<file path="src/rtl/alu_pkg.sv">
`timescale 1ns/1ps
package alu_pkg;

   typedef enum logic [1:0] {
      SEL_SHIFT = 2'b00,
      SEL_SLT   = 2'b01,
      SEL_ARITH = 2'b10,
      SEL_LOGIC = 2'b11
   } unit_sel_e;

   typedef enum logic [1:0] {
      SH_LEFT  = 2'b00,
      SH_ARITH = 2'b01,
      SH_LOGIC = 2'b10,
      SH_ROT   = 2'b11
   } shift_op_e;

   typedef enum logic [1:0] {
      LG_AND = 2'b00,
      LG_OR  = 2'b01,
      LG_NOR = 2'b10,
      LG_XOR = 2'b11
   } logic_op_e;

endpackage

</file>
<file path="src/rtl/alu_shifter.sv">
`timescale 1ns/1ps
module alu_shifter
   import alu_pkg::*;
#(
   parameter int WIDTH        = 32,
   parameter int EXTEND_STYLE = 1,
   localparam int SHW         = $clog2(WIDTH),
   localparam int EXTW        = 2 * WIDTH - 1
) (
   input  logic [WIDTH-1:0] din,
   input  logic [SHW-1:0]   amt,
   input  shift_op_e        op,
   output logic [WIDTH-1:0] dout
);

   if (EXTEND_STYLE != 0 && EXTEND_STYLE != 1) begin : g_bad_style
      $error("alu_shifter: EXTEND_STYLE must be 0 or 1");
   end

   if (EXTEND_STYLE == 1) begin : g_ladder
      logic [EXTW-1:0] ext;
      logic [SHW-1:0]  eff;
      logic [EXTW-1:0] stg [SHW+1];

      always_comb begin
         eff = amt;
         unique case (op)
            SH_LEFT: begin
               ext = {din, {(WIDTH-1){1'b0}}};
               eff = ~amt;
            end
            SH_ARITH: ext = {{(WIDTH-1){din[WIDTH-1]}}, din};
            SH_LOGIC: ext = {{(WIDTH-1){1'b0}}, din};
            default:  ext = {din[WIDTH-2:0], din};
         endcase
      end

      assign stg[0] = ext;
      for (genvar i = 0; i < SHW; i++) begin : g_stage
         assign stg[i+1] = eff[i] ? (stg[i] >> (1 << i)) : stg[i];
      end
      assign dout = stg[SHW][WIDTH-1:0];
   end else begin : g_behav
      logic [2*WIDTH-1:0] rot;
      assign rot = {din, din} >> amt;
      always_comb begin
         unique case (op)
            SH_LEFT:  dout = din << amt;
            SH_ARITH: dout = $signed(din) >>> amt;
            SH_LOGIC: dout = din >> amt;
            default:  dout = rot[WIDTH-1:0];
         endcase
      end
   end

   always_comb begin
      if (op == SH_ROT)
         assert_rotate_keeps_bits_R10: assert ($countones(dout) == $countones(din))
            else $error("rotate changed population count");
      if (amt == '0)
         assert_zero_count_identity_R8: assert (dout == din)
            else $error("zero shift count altered data");
   end

endmodule

</file>
<file path="src/rtl/alu_addsub.sv">
`timescale 1ns/1ps
module alu_addsub #(
   parameter int WIDTH = 32,
   localparam int MSB  = WIDTH - 1
) (
   input  logic [WIDTH-1:0] a,
   input  logic [WIDTH-1:0] b,
   input  logic             sub,
   output logic [WIDTH-1:0] sum,
   output logic             ovf
);

   logic [WIDTH-1:0] b_eff;

   assign b_eff = b ^ {WIDTH{sub}};
   assign sum   = a + b_eff + WIDTH'(sub);
   assign ovf   = (a[MSB] == b_eff[MSB]) && (sum[MSB] != a[MSB]);

   always_comb begin
      if (!sub && (a[MSB] != b[MSB]))
         assert_mixed_add_no_overflow_R4: assert (!ovf)
            else $error("add of opposite signs flagged overflow");
      if (sub && (a == b))
         assert_self_subtract_zero_R3: assert (sum == '0 && !ovf)
            else $error("a-a not zero");
   end

endmodule

</file>
<file path="src/rtl/alu_logic.sv">
`timescale 1ns/1ps
module alu_logic
   import alu_pkg::*;
#(
   parameter int WIDTH = 32
) (
   input  logic [WIDTH-1:0] a,
   input  logic [WIDTH-1:0] b,
   input  logic_op_e        op,
   output logic [WIDTH-1:0] y
);

   always_comb begin
      unique case (op)
         LG_AND:  y = a & b;
         LG_OR:   y = a | b;
         LG_NOR:  y = ~(a | b);
         default: y = a ^ b;
      endcase
   end

   always_comb begin
      if (op == LG_NOR)
         assert_nor_disjoint_R7: assert ((y & (a | b)) == '0)
            else $error("NOR output overlaps operand bits");
      if (op == LG_AND)
         assert_and_subset_R7: assert ((y & ~a) == '0)
            else $error("AND output outside first operand");
   end

endmodule

</file>
<file path="src/rtl/mfalu.sv">
`timescale 1ns/1ps
module mfalu
   import alu_pkg::*;
#(
   parameter int WIDTH        = 32,
   parameter int EXTEND_STYLE = 1,
   localparam int SHW         = $clog2(WIDTH),
   localparam int MSB         = WIDTH - 1
) (
   input  logic [WIDTH-1:0] opa,
   input  logic [WIDTH-1:0] opb,
   input  logic [SHW-1:0]   shamt,
   input  logic [1:0]       unit_sel,
   input  logic             sub_en,
   input  logic [1:0]       logic_op,
   input  logic [1:0]       shift_op,
   output logic [WIDTH-1:0] result,
   output logic             zero_flag,
   output logic             sign_flag,
   output logic             ovf_flag
);

   if (WIDTH < 4 || (WIDTH & (WIDTH - 1)) != 0) begin : g_bad_width
      $error("mfalu: WIDTH must be a power of two of at least 4");
   end

   unit_sel_e        sel;
   logic             do_sub;
   logic [WIDTH-1:0] sh_y;
   logic [WIDTH-1:0] sum_y;
   logic [WIDTH-1:0] lg_y;
   logic             add_ovf;
   logic             lt_bit;

   assign sel    = unit_sel_e'(unit_sel);
   assign do_sub = sub_en || (sel == SEL_SLT);

   alu_shifter #(.WIDTH(WIDTH), .EXTEND_STYLE(EXTEND_STYLE)) u_shift (
      .din  (opa),
      .amt  (shamt),
      .op   (shift_op_e'(shift_op)),
      .dout (sh_y)
   );

   alu_addsub #(.WIDTH(WIDTH)) u_add (
      .a   (opa),
      .b   (opb),
      .sub (do_sub),
      .sum (sum_y),
      .ovf (add_ovf)
   );

   alu_logic #(.WIDTH(WIDTH)) u_logic (
      .a  (opa),
      .b  (opb),
      .op (logic_op_e'(logic_op)),
      .y  (lg_y)
   );

   assign lt_bit = sum_y[MSB] ^ add_ovf;

   always_comb begin
      unique case (sel)
         SEL_SHIFT: result = sh_y;
         SEL_SLT:   result = {{(WIDTH-1){1'b0}}, lt_bit};
         SEL_ARITH: result = sum_y;
         default:   result = lg_y;
      endcase
   end

   assign zero_flag = (result == '0);
   assign sign_flag = sum_y[MSB];
   assign ovf_flag  = add_ovf;

   always_comb begin
      if (sel == SEL_SLT)
         assert_slt_upper_clear_R6: assert (result[WIDTH-1:1] == '0)
            else $error("compare result has upper bits set");
      if (ovf_flag)
         assert_overflow_sign_flip_R4: assert (sign_flag != opa[MSB])
            else $error("overflow without sign flip");
   end

endmodule

</file>
<file path="config.mk">
export PLATFORM = sky130hd
export DESIGN_NAME = mfalu
export DESIGN_NICKNAME = d
export VERILOG_FILES = /design/src/rtl/alu_pkg.sv /design/src/rtl/alu_shifter.sv /design/src/rtl/alu_addsub.sv /design/src/rtl/alu_logic.sv /design/src/rtl/mfalu.sv
export SDC_FILE = /design/constraint.sdc
export NUM_CORES = 1
export LEC_CHECK = 0
export ABC_AREA = 1
export BUFFER_PORTS_ARGS = -buffer_cell sky130_fd_sc_hd__buf_2
export CORE_ASPECT_RATIO = 0.5
export CORE_UTILIZATION = 35
export DETAILED_ROUTE_END_ITERATION = 6
export SKIP_LAST_GASP = 1
export SYNTH_ARGS = -nofsm -noshare
export SYNTH_HDL_FRONTEND = slang
export SYNTH_SLANG_ARGS = --single-unit
</file>
<file path="constraint.sdc">
create_clock -name vclk -period 5.45
set_clock_uncertainty 0.15 [all_clocks]
set_input_delay 0.8175 -clock vclk [all_inputs]
set_output_delay 0.8175 -clock vclk [all_outputs]
set_load 0.01 [all_outputs]
</file>
==> flow_summary.json <==
{
  "status": "finished, violations left",
  "violations": "DRC",
  "portBuffers": 111,
  "wl_per_cell_um": 18.81,
  "clkbuf_count": 0,
  "finalMaxSlewViolations": 0,
  "final.setup.worst_slack_ns": 0.4694,
  "holdCritPathClass": "primary input to primary output",
  "dp.cells": 1960,
  "pre_cts_ws_ns": 0.3519,
  "critPathLaunchType": "primary input",
  "finalCritPeriodShare_pct": 91.39,
  "die_h_um": 111.0,
  "ys_types": 37,
  "tightest_slew_ns": 1.061,
  "drt_iter0_markers": 1922,
  "gp_congestion": 1.040,
  "hpwlAfterDp_um": 29270,
  "ys_seq_area_share_pct": 0,
  "postSynthCellCount": 1608,
  "holdBufCountCts": 0,
  "drtPass1Iterations": 7,
  "synth.most_common_cell": "nand2_1",
  "period_needed_ns": 4.981,
  "vias_per_cell": 5.928,
  "overflow": 0,
  "core_mm2": 0.02308,
  "synth_top_area_share_pct": 27.00,
  "synth_area_leaders": "nand3_1 27%, nand2_1 21%, ha_1 14%, inv_1 6.2%, o211ai_1 4.1%",
  "powerDensity_mw_per_mm2": 144.1,
  "leakage_nw": 4.731,
  "drc": 3,
  "fmax_mhz": 200.8,
  "power_w": 0.001311,
  "layoutNonFillerInstCount": 1961,
  "path_class": "primary input to primary output",
  "sequential_cell_area_um2": 0,
  "fill_cells": 2667,
  "antenna_left": 0,
  "grt_max_degree": 57,
  "grt_pass1_vias": 9937,
  "start_util_pct": 36.06,
  "wirelength_um": 36890,
  "avgSynthCellArea_um2": 5.176,
  "hold_viol_final": 0,
  "tns_ns": 0,
  "arrival_ns": 4.01,
  "drive_gt1_share_pct": 9.982,
  "setup_viol": 0,
  "vias": 11620,
  "synth_common_cells": "469 x nand2_1, 449 x nand3_1, 138 x inv_1",
  "groute.usage.overall_pct": 29.45,
  "path_max_fanout": 26,
  "timing.hold.ws_ns": 2.003,
  "layout-area-overhead-vs-synth_pct": 9.290,
  "ios": 111,
  "synth_nets": 1780,
  "synthesis.area_mm2": 0.008323,
  "grt_setup_unrepaired": "false",
  "crit_path_end_kind": "primary output",
  "synth_top_area_cell": "nand3_1",
  "die_area_mm2": 0.02444,
  "antenna_found_initial": 2,
  "die_x_um": 220.1,
  "rows": 39,
  "ys_warn_count": 0,
  "slew-limit-headroom_pct": 29.17,
  "seq_cell_count": 0,
  "worstPathRequired_ns": 4.48,
  "ir_drop_mv": 0.05036,
  "timing.max_cap.violations": 0,
  "grt_pass1_wl_um": 56790,
  "layout.nets": 1827,
  "multi_input_area_mm2": 0.007395
}
kinds of logic (layout without fill, tap and decap cells):
| logic type | count (synthesis) | count (layout) | synth area share (%) |
|---|---|---|---|
| AND/OR/NAND/NOR | 1035 | 1035 | 54.71 |
| buffers and inverters | 237 | 282 | 11.49 |
| other | 0 | 1 | 0 |
| AO/OA/AOI/OAI | 206 | 206 | 15.53 |
| XOR/XNOR | 34 | 34 | 3.758 |
| adder cells (fa/ha/maj) | 96 | 96 | 14.52 |
worst paths after layout:
path   startpoint        end  slack, ns  depth (start not counted)
max   unit_sel[1]  zero_flag       0.47                         23
min   unit_sel[0]  result[0]       2.00                          6
report_power, final:
part	switching [W]	leakage [nW]	internal, W	total, W
logic	0.000896	4.73	0.000414	0.00131
registers	0	0	0	0
clock network	0	0.00000634	0.0000000000245	0.0000000000245
final cells by class:
cell class / instances / area share (%)
diodes: 1 / 0.02751
multi-input cells: 1371 / 81.29
inverters: 143 / 5.901
well taps: 307 / 4.223
repair buffers: 139 / 8.556
per-stage QoR:
step | cell area (um2) | util, %
2_1_floorplan | 8323 | -
3_3_place_gp | 9094 | 39.40
3_5_place_dp | 9094 | 39.40
4_1_cts | 9094 | 39.40
5_1_grt | 9096 | 39.41
6_report | 9096 | 39.41
worst max-delay path, cell delays in order:
cell,delay [ns]
buf_2,0.13
inv_1,0.07
nand2_1,0.08
nand2_2,0.18
buf_12,0.24
xor2_1,0.18
ha_1,0.29
a21oi_1,0.25
nor2_1,0.06
nor2_1,0.17
o21ai_0,0.15
inv_1,0.08
nand2_1,0.06
o21ai_0,0.33
nand2_1,0.10
inv_1,0.08
nand2_1,0.10
nor2_1,0.12
nand2_1,0.05
nor2_1,0.09
nand2_1,0.10
nor2_1,0.14
buf_2,0.15
per-layer routing:
metal / track usage [%] / up-vias / part of all wire (%)
met1: 45.20 / 5222 / 45
met2: 42.81 / 741 / 40
met4: 5.839 / 0 / 2.8
met3: 3.923 / 92 / 12
li1: - / 5569 / -
met5: 0 / - / 0
placed cells by master (no fill, tap or decap), types with 3 or more instances in the layout:
cell type,n
a21boi_0,3
o21ai_0,47
nand4_1,3
xor2_1,31
inv_1,138
nand3b_1,3
nand2_2,3
o21bai_1,4
nand2_1,468
a21oi_1,66
o221ai_1,31
ha_1,95
buf_4,27
or2_2,10
nor3_1,9
o211ai_1,45
buf_2,111
nand3_1,449
inv_2,4
nor2_1,82
nor2_4,3
what timing repair did:
action / in CTS / in global routing
buffers inserted: 0 / 0
gates resized for setup: 0 / 1
setup endpoints to repair: 0 / 1
endpoints found under the hold margin: 0 / 0
Power figures use the tool's default switching activity.
